<file path="config.mk">
export PLATFORM = sky130hd
export DESIGN_NAME = sdram_burst_seq
export DESIGN_NICKNAME = d
export VERILOG_FILES = /design/src/rtl/bseq_pkg.sv /design/src/rtl/bseq_col_gen.sv /design/src/rtl/bseq_lat_pipe.sv /design/src/rtl/sdram_burst_seq.sv
export SDC_FILE = /design/constraint.sdc
export NUM_CORES = 1
export LEC_CHECK = 0
export ABC_AREA = 1
export CAP_MARGIN = 20
export CORE_ASPECT_RATIO = 0.75
export CORE_UTILIZATION = 55
export DETAILED_ROUTE_END_ITERATION = 7
export DONT_BUFFER_PORTS = 1
export PLACE_DENSITY = 0.74
export SLEW_MARGIN = 20
export SYNTH_ARGS = -nofsm -noshare
export SYNTH_HDL_FRONTEND = slang
export SYNTH_SLANG_ARGS = --single-unit
</file>
<file path="constraint.sdc">
create_clock -name clk -period 2.4 [get_ports clk]
set_input_delay 0.48 -clock clk [delete_from_list [all_inputs] [get_ports clk]]
set_output_delay 0.48 -clock clk [all_outputs]
set_load 0.01 [all_outputs]
</file>
<file path="src/rtl/bseq_pkg.sv">
package bseq_pkg;

  localparam int BSEQ_COL_W = 9;

  typedef logic [BSEQ_COL_W-1:0] col_t;

  // Low-bit mask selecting the wrapping part of the address.
  function automatic col_t len_mask(input logic [2:0] blen, input logic inter);
    case (blen)
      3'd0:    len_mask = col_t'(0);
      3'd1:    len_mask = col_t'(1);
      3'd2:    len_mask = col_t'(3);
      3'd3:    len_mask = col_t'(7);
      default: len_mask = inter ? col_t'(7) : '1;
    endcase
  endfunction

  function automatic logic is_full(input logic [2:0] blen, input logic inter);
    is_full = blen[2] & ~inter;
  endfunction

  function automatic logic is_illegal(input logic [2:0] blen, input logic inter);
    is_illegal = blen[2] & inter;
  endfunction

  // Address of beat idx: upper bits from start, low bits by wrap order.
  function automatic col_t beat_col(input col_t start, input col_t idx,
                                    input col_t mask, input logic inter);
    col_t low;
    low = inter ? (start ^ idx) : (start + idx);
    beat_col = (start & ~mask) | (low & mask);
  endfunction

endpackage

</file>
<file path="src/rtl/bseq_col_gen.sv">
module bseq_col_gen
  import bseq_pkg::*;
(
  input  logic       clk,
  input  logic       rst_n,
  input  logic       cmd_valid,
  input  logic       cmd_write,
  input  col_t       cmd_col,
  input  logic [2:0] cfg_blen,
  input  logic       cfg_interleave,
  input  logic       stop_in,
  output logic       beat_valid,
  output logic       beat_write,
  output col_t       beat_addr,
  output logic       cfg_err
);

  logic act_q, wr_q, full_q, inter_q, err_q;
  col_t start_q, idx_q, mask_q;
  logic last_beat;

  assign last_beat  = act_q & ~full_q & (idx_q == mask_q);
  assign beat_valid = act_q;
  assign beat_write = wr_q;
  assign beat_addr  = beat_col(start_q, idx_q, mask_q, inter_q);
  assign cfg_err    = err_q;

  always_ff @(posedge clk or negedge rst_n) begin
    if (!rst_n) begin
      act_q   <= 1'b0;
      wr_q    <= 1'b0;
      full_q  <= 1'b0;
      inter_q <= 1'b0;
      err_q   <= 1'b0;
      start_q <= '0;
      idx_q   <= '0;
      mask_q  <= '0;
    end else if (cmd_valid) begin
      act_q   <= 1'b1;
      wr_q    <= cmd_write;
      start_q <= cmd_col;
      idx_q   <= '0;
      mask_q  <= len_mask(cfg_blen, cfg_interleave);
      inter_q <= cfg_interleave;
      full_q  <= is_full(cfg_blen, cfg_interleave);
      if (is_illegal(cfg_blen, cfg_interleave)) err_q <= 1'b1;
    end else if (stop_in) begin
      act_q <= 1'b0;
    end else if (act_q) begin
      if (last_beat) act_q <= 1'b0;
      idx_q <= idx_q + col_t'(1);
    end
  end

  // Sequential non-full beats never leave their aligned block.
  assert_block_stay_R2: assert property (@(posedge clk) disable iff (!rst_n)
    (beat_valid && $past(beat_valid) && !$past(cmd_valid) && !inter_q && !full_q)
      |-> ((beat_addr & ~mask_q) == ($past(beat_addr) & ~mask_q)));

  // Full page steps by exactly one, wrapping at the top of the page.
  assert_fullpage_step_R4: assert property (@(posedge clk) disable iff (!rst_n)
    (beat_valid && full_q && $past(beat_valid) && !$past(cmd_valid))
      |-> (beat_addr == col_t'($past(beat_addr) + col_t'(1))));

  // The configuration error flag never clears outside reset.
  assert_err_sticky_R11: assert property (@(posedge clk) disable iff (!rst_n)
    cfg_err |=> cfg_err);

endmodule

</file>
<file path="src/rtl/bseq_lat_pipe.sv">
module bseq_lat_pipe #(
  parameter int LAT_MAX = 3,
  parameter int RLAT_W  = 2
) (
  input  logic              clk,
  input  logic              rst_n,
  input  logic [RLAT_W-1:0] cfg_rlat,
  input  logic              in_valid,
  input  logic              in_oe,
  output logic              out_valid,
  output logic              out_oe
);

  localparam int SEL_W = (LAT_MAX > 1) ? $clog2(LAT_MAX) : 1;

  logic [LAT_MAX-1:0] vq, oq;
  logic [SEL_W-1:0]   sel;

  for (genvar g = 0; g < LAT_MAX; g++) begin : g_stage
    if (g == 0) begin : g_head
      always_ff @(posedge clk or negedge rst_n) begin
        if (!rst_n) begin
          vq[g] <= 1'b0;
          oq[g] <= 1'b0;
        end else begin
          vq[g] <= in_valid;
          oq[g] <= in_oe;
        end
      end
    end else begin : g_tail
      always_ff @(posedge clk or negedge rst_n) begin
        if (!rst_n) begin
          vq[g] <= 1'b0;
          oq[g] <= 1'b0;
        end else begin
          vq[g] <= vq[g-1];
          oq[g] <= oq[g-1];
        end
      end
    end
  end

  always_comb begin
    int t;
    t = (cfg_rlat == '0) ? 0 : int'(cfg_rlat) - 1;
    if (t > LAT_MAX - 1) t = LAT_MAX - 1;
    sel = SEL_W'(t);
  end

  assign out_valid = vq[sel];
  assign out_oe    = oq[sel];

  // At latency one, read-valid mirrors the previous cycle's read beat.
  assert_lat1_R9: assert property (@(posedge clk) disable iff (!rst_n)
    (cfg_rlat == RLAT_W'(1) && $past(cfg_rlat) == RLAT_W'(1))
      |-> (out_valid == $past(in_valid)));

  // A masked or absent beat never produces an output enable.
  assert_oe_masked_R10: assert property (@(posedge clk) disable iff (!rst_n)
    (cfg_rlat == RLAT_W'(1) && $past(cfg_rlat) == RLAT_W'(1) && !$past(in_oe))
      |-> !out_oe);

endmodule

</file>
<file path="src/rtl/sdram_burst_seq.sv">
module sdram_burst_seq
  import bseq_pkg::*;
#(
  parameter int LAT_MAX = 3,
  parameter int RLAT_W  = 2
) (
  input  logic                  clk,
  input  logic                  rst_n,
  input  logic                  cmd_valid,
  input  logic                  cmd_write,
  input  logic [BSEQ_COL_W-1:0] cmd_col,
  input  logic [2:0]            cfg_blen,
  input  logic                  cfg_interleave,
  input  logic [RLAT_W-1:0]     cfg_rlat,
  input  logic                  stop_in,
  input  logic                  dqm_in,
  output logic                  col_valid,
  output logic [BSEQ_COL_W-1:0] col_addr,
  output logic                  wr_en,
  output logic                  rd_valid,
  output logic                  rd_oe,
  output logic                  cfg_err
);

  logic beat_valid, beat_write;
  col_t beat_addr;
  logic beat_rd, beat_oe;

  bseq_col_gen i_col_gen (
    .clk            (clk),
    .rst_n          (rst_n),
    .cmd_valid      (cmd_valid),
    .cmd_write      (cmd_write),
    .cmd_col        (cmd_col),
    .cfg_blen       (cfg_blen),
    .cfg_interleave (cfg_interleave),
    .stop_in        (stop_in),
    .beat_valid     (beat_valid),
    .beat_write     (beat_write),
    .beat_addr      (beat_addr),
    .cfg_err        (cfg_err)
  );

  assign beat_rd = beat_valid & ~beat_write;
  assign beat_oe = beat_rd & ~dqm_in;

  bseq_lat_pipe #(.LAT_MAX(LAT_MAX), .RLAT_W(RLAT_W)) i_lat_pipe (
    .clk       (clk),
    .rst_n     (rst_n),
    .cfg_rlat  (cfg_rlat),
    .in_valid  (beat_rd),
    .in_oe     (beat_oe),
    .out_valid (rd_valid),
    .out_oe    (rd_oe)
  );

  assign col_valid = beat_valid;
  assign col_addr  = beat_addr;
  assign wr_en     = beat_valid & beat_write & ~dqm_in;

  // First beat of any command, interrupting or not, carries the start column.
  assert_first_beat_R1: assert property (@(posedge clk) disable iff (!rst_n)
    cmd_valid |=> (col_valid && col_addr == $past(cmd_col)));

  // Stop without a command leaves no beat in the next cycle.
  assert_stop_R6: assert property (@(posedge clk) disable iff (!rst_n)
    (stop_in && !cmd_valid) |=> !col_valid);

  // A newly taken write command drives write beats next cycle.
  assert_new_cmd_R7: assert property (@(posedge clk) disable iff (!rst_n)
    (cmd_valid && cmd_write) |=> (col_valid && (wr_en == !dqm_in)));

endmodule

</file>
==> metrics, run 1 <==
maxcap violations=0; minimum clock period=2.42 ns; clk sink count=33; cell area power density=560 mW/mm^2; H-tree depth=2; Tcrit/Tclk final=101%; status=complete, but fails checks; clock skew=0.00378 ns; initial antenna violation count=0; mux cell area share after synthesis=0%; layout cells sized above 1=14.2%; first-pass iteration count of the detailed router=7; Post-Place Setup Slack=roughly 0.16 ns; vias per inst=5.40; synthesized area per cell=7.37 sq um; Hold Crit Class=in2async; Tightest Pin Transition=0.410 ns; Seq/Total Area, Yosys=42.1%; post-detail-place hpwl=3.05 mm; Yosys reg bits=33; violated checks=DRC, setup timing; Post-Syn Nets=just under 300; most common cell after layout, fill and taps aside=nand2_1; DIE WIDTH=70.9 um; post-route insts no fill=314; root buffer cell=clkbuf_8; Total Routing Usage GR=23.9%; VDD IR max=0.391 mV; Max Root-Sink Buffers=2; drt drc=4; routability-driven placement congestion ratio=0.835; Worst setup EP type=output pin; routed via count=1697; starting density of the core=around three fifths; Placed Area=around 0.0020 sq mm; DIE HEIGHT=53.7 um; core area=0.00336 sq mm; relative slew slack=72.4%; global-route wire length before repair=6.69 mm; most frequent cells in the layout=nand2_1 (79), inv_1 (32), dfrtp_1 (32); CTS Buf Count=5; aggregate routed wire length=4.26 mm; post-synthesis compound-gate area fraction=10.2%; Fmax=414 MHz; Leakage=0.00110 uW; Critical Setup Path Class=reg2out; CTS tree=built; Final WS setup=-0.0155 ns; unrepaired setup endpoints after global routing=true; post-synth cell types=26; Warnings, synthesis=0; Netlist Area Pre-Place=0.00196 sq mm; Placed Instances=between 300 and 400; clk_lat worst skew=0.28 ns; design area=0.00216 sq mm; Simple-Gate Fraction of Synth Area=30.7%; row count=18; PortBufs=0; antenna-violating nets left=0; Max Slew Vio Count=0; diode count=0; Layout Nets=304; CP required=1.92 ns; Max FO, Critical Path=4; xor/xnor share of the synthesized area=0.893%; pin count of the biggest net entering global routing=34; average wire per standard cell=13.6 um; CTS clk-pin slew, worst paths=0.07 ns; P&R area growth vs syn=10.4%; DRT iter0 DRCs=138; grt ovf=0; die footprint=about 0.0038 sq mm; io pins=35; largest family of logic cells by synthesized area=simple AND/OR/NAND/NOR gates; Setup-failing EPs final=1; Hold Vio Cnt, Final=0; Mapped Cells=266; R2R cell count=7; CP Launch Type=flip-flop; critical path arrival=1.94 ns; vias in the first global route=about 1400; adder-cell share of the synthesized area=6.76%
-- synthesized netlist by cell type (all sizes together) --
cell,number,share of area [%]
a21oi,14,3.6
a31o,1,0.45
buf,5,1.6
clkinv,1,0.19
dfrtp,33,42
fa,1,1.0
ha,9,5.7
inv,38,7.5
nand2,87,17
nand3,21,5.4
nand3b,4,1.5
nand4,3,0.96
nor2,15,3.3
nor3,6,2.0
nor4,2,0.64
o21ai,23,5.9
o22ai,1,0.32
xnor2,1,0.45
xor2,1,0.45
-- routing by layer --
metal  GRT usage, %  vias to the layer above  part of all wire, %
met5              0                        -                    0
met4           8.00                        0                 0.47
met3           6.74                        4                  7.8
met2           34.8                       53                   43
met1           34.5                      774                   48
li1               -                      866                    -
-- final timing paths --
kind                                      startpoint                   end  slack (ns)
worst min register to register      i_lat_pipe.oq[0]      i_lat_pipe.oq[1]        0.38
worst max-delay path            i_col_gen.start_q[0]           col_addr[6]       -0.02
max in group asynchronous                      rst_n    i_col_gen.idx_q[3]        2.20
worst min-delay path                           rst_n  i_col_gen.start_q[7]        0.02
worst max register to register   i_col_gen.mask_q[7]  i_col_gen.beat_valid        1.04
min in group clk                              dqm_in      i_lat_pipe.oq[0]        0.26
-- cell families (layout without fill, tap and decap cells) --
family / count (synthesis) / in the layout
AOI/OAI and AO/OA: 39 / 39
DFF: 33 / 33
adders and majority gates: 10 / 10
and+or+nand+nor: 138 / 138
buffers and inverters: 44 / 52
xor gates and xnor gates: 2 / 2
-- layout make-up --
class | count | area, sq um
inverters | 39 | 151
repair buffers | 5 | 50.0
clock inverters | 2 | 10.0
flip-flops and latches | 33 | 827
well taps | 40 | 50.0
multi-input cells | 189 | 1000
clock buffers | 6 | 72.6
fillers | 307 | 1190
-- flip-flops by register name, indices dropped and copies added (netlist names) --
signal,cells
i_col_gen.full_q,1
i_col_gen.idx_q,9
i_col_gen.inter_q,1
i_col_gen.beat_write,1
i_col_gen.start_q,9
i_col_gen.mask_q,4
i_lat_pipe.oq,3
i_lat_pipe.vq,3
i_col_gen.cfg_err,1
i_col_gen.beat_valid,1
-- worst max-delay path, stage by stage, from the launching register on --
cell and delay, ns:
dfrtp_1 0.35, ha_2 0.19, inv_2 0.04, fa_2 0.39, inv_2 0.07, nand2_2 0.06, nand2_4 0.08, nand3b_1 0.10
o21ai_2 0.08, inv_1 0.05, nand2_1 0.06, nand3_2 0.06, nand2_2 0.10
-- repair_timing --
item                                    CTS  global route
buffers inserted                          2             1
cloned                                    0             0
hold endpoints to repair                 33             0
pin swaps                                 2             4
endpoints found under the setup margin    3             3
hold buffers                              1             0
gates resized for setup                   4            12
-- where the power goes --
part,internal (uW),total (uW),switching (uW)
clock network,201,400,199
registers,592,624,31.2
logic,65.5,188,123
total,859,1210,353
-- metrics by stage --
stage               setup TNS (ns)  total power [uW]  util [%]  hold slack, ns
finish                     -0.0155              1210      64.5          0.0186
global route                -0.262              1280      64.5          0.0217
CTS                              0              1220      63.0          0.0225
detailed placement               0               793      59.2           0.186
global placement                 0               789      59.2           0.185
floorplan                        0               765         -           0.184
Note: power is estimated with default switching activity, not from simulation.
==> inputs of run 2 (changes only) <==
--- a/config.mk
+++ b/config.mk
@@ -9,6 +9,7 @@
 export CAP_MARGIN = 20
 export CORE_ASPECT_RATIO = 0.75
 export CORE_UTILIZATION = 55
+export CTS_BUF_LIST = sky130_fd_sc_hd__clkbuf_4
 export DETAILED_ROUTE_END_ITERATION = 7
 export DONT_BUFFER_PORTS = 1
 export PLACE_DENSITY = 0.74
==> constraint.sdc (replaced) <==
create_clock -name clk -period 3.1 [get_ports clk]
set_input_delay 0.62 -clock clk [delete_from_list [all_inputs] [get_ports clk]]
set_output_delay 0.62 -clock clk [all_outputs]
set_load 0.01 [all_outputs]
==> run 2 against run 1 <==
  * The flow finishes with violations (DRC)
  * First-iteration DRC count fell by 45%
  * Final cell count fell by 1.3%
  * Die area unchanged
  * Register-to-register slack improved by 0.66 ns
  * Critical path depth unchanged
  * Combinational power is 29% lower
  * Sequential power fell by 22%
  * Non-clock buffer count decreased by 4
  * Sequential cell count stayed put
  * Clock skew is 0.0048 ns higher
  * Wire length down 2.8%
  * Global-route usage up 0.77 points
  * Largest cell class unchanged
==> metrics, run 2 (same netlist as run 1, synthesis figures left out) <==
pin count of the biggest net entering global routing=34; crit-path cells=ha_1, inv_1, fa_1, inv_1, nand2_1, nand2_1, nand3_1, nand2_1, nand2_1, nand3_1, nand2_1, nand2_1; RR Startpoint=i_col_gen.mask_q[7]; aggregate routed wire length=4.14 mm; grt ovf=0; CP Launch Type=flip-flop; minimum clock period=2.79 ns; global-route wire length before repair=6.80 mm; Worst Setup EP=col_addr[8]; DIE HEIGHT=53.7 um; Max Root-Sink Buffers=2; die footprint=0.00381 sq mm; Reg power frac=56.6%; biggest regs=i_col_gen.idx_q x9, i_col_gen.start_q x9, i_col_gen.mask_q x4; initial antenna violation count=0; family with the most delay on the worst path=simple AND/OR/NAND/NOR gates; DRT iter0 DRCs=76; Net Sw Power=271 uW; Critical Setup Path Class=reg2out; Pint=584 uW; R2R cell count=7; unrepaired setup endpoints after global routing=false; Power, Total=855 uW; Critical Path Slowest Stage Cell=dfrtp_1; CP most frequent cell=nand2_1; drt drc=2; clk_lat worst skew=roughly 0.35 ns; starting density of the core=58.4%; crit-path max cell delay=~0.44 ns; CP required=2.48 ns; CTS Buf Count=5; Hold Vio Cnt, Final=0; CTS clk-pin slew, worst paths=0.11 ns; Max FO, Critical Path=5; Max Slew Vio Count=0; Tightest Pin Transition=between 0.3 and 0.4 ns; routability-driven placement congestion ratio=0.830; post-detail-place hpwl=3.02 mm; Worst setup EP type=output pin; R2R Path End=i_col_gen.beat_valid; H-tree depth=2; VDD IR max=0.344 mV; worst reg-to-reg setup slack=1.70 ns; Tcrit/Tclk final=between 80 and 90%; clk sink count=33; Leakage=around 0.0011 uW; root buffer cell=clkbuf_4; CTS Hold Bufs=1; core area=0.00336 sq mm; PortBufs=0; diode count=0; io pins=35; post_cts resized=0; Clock power frac=27.8%; Total Routing Usage GR=24.7%; number of setup buffers added after CTS=0; antenna-violating nets left=0; maxcap violations=0; clock skew=0.00861 ns; Setup-failing EPs final=0; vias per inst=about 5.4; relative slew slack=73.2%; most frequent cells in the layout=nand2_1 (85), inv_1 (34), dfrtp_1 (33); status=complete, but fails checks; crit path launch=i_col_gen.idx_q[0]; fillers=323; CTS tree=built; row count=18; layout cells sized above 1=just over 7%; Hold Crit Class=in2async; average wire per standard cell=about 13 um; routed via count=1672; Fmax=359 MHz; sw frac=31.7%; vias in the first global route=1446; most common cell after layout, fill and taps aside=nand2_1; combinational cell fraction of total power=15.6%; violated checks=DRC; TNS Setup=0 ns; cell area power density=about 420 mW/mm^2; DIE WIDTH=70.9 um; Layout Nets=300; WP depth=12; first-pass iteration count of the detailed router=8; critical path arrival=between 2 and 2.5 ns; WP buf/inv=2; P&R area growth vs syn=4.53%
run 2: worst min-delay path by stage:
stage,to,startpoint,depth (start not counted)
2_1_floorplan,i_col_gen.beat_valid,rst_n,0
3_3_place_gp,i_lat_pipe.oq[2],rst_n,0
3_5_place_dp,i_lat_pipe.oq[2],rst_n,0
4_1_cts,i_lat_pipe.vq[2],rst_n,1
5_1_grt,i_col_gen.idx_q[2],rst_n,1
6_report,i_col_gen.idx_q[4],rst_n,1
run 2: cell type report:
type	count	area (sq um)	area share, %
clock buffer	5	37.5	1.83
clock inverter	3	12.5	0.610
inverter	39	151	7.39
multi-input combinational	189	952	46.5
sequential	33	826	40.3
tap	40	50.0	2.44
timing repair buffer	1	20.0	0.977
run 2: through the flow:
stage | hold WS (ns) | cell area, sq um | util [%] | setup WS, ns | instances
3_5_place_dp | 0.325 | 1980 | 59.0 | 0.696 | 301
6_report | 0.0799 | 2050 | 61.1 | 0.313 | 310
5_1_grt | 0.0760 | 2050 | 61.1 | 0.0819 | 310
4_1_cts | 0.0825 | 2050 | 61.1 | 0.309 | 310
3_3_place_gp | 0.325 | 1980 | 59.0 | 0.763 | 301
2_1_floorplan | 0.324 | 1960 | - | 0.897 | 266
run 2: power groups by stage:
stage	combinational, uW	sequential (uW)	clock, uW
final	133	484	238
after global routing	157	487	259
after CTS	135	484	241
after detailed placement	122	493	0
after global placement	120	491	0
after floorplan	110	482	0
run 2: metal layers:
| layer | track usage [%] | share of wire [%] |
|---|---|---|
| met1 | 35.7 | 50 |
| met2 | 35.6 | 42 |
| met3 | 6.18 | 6.3 |
| met4 | 10.0 | 1.4 |
| met5 | 0 | 0 |
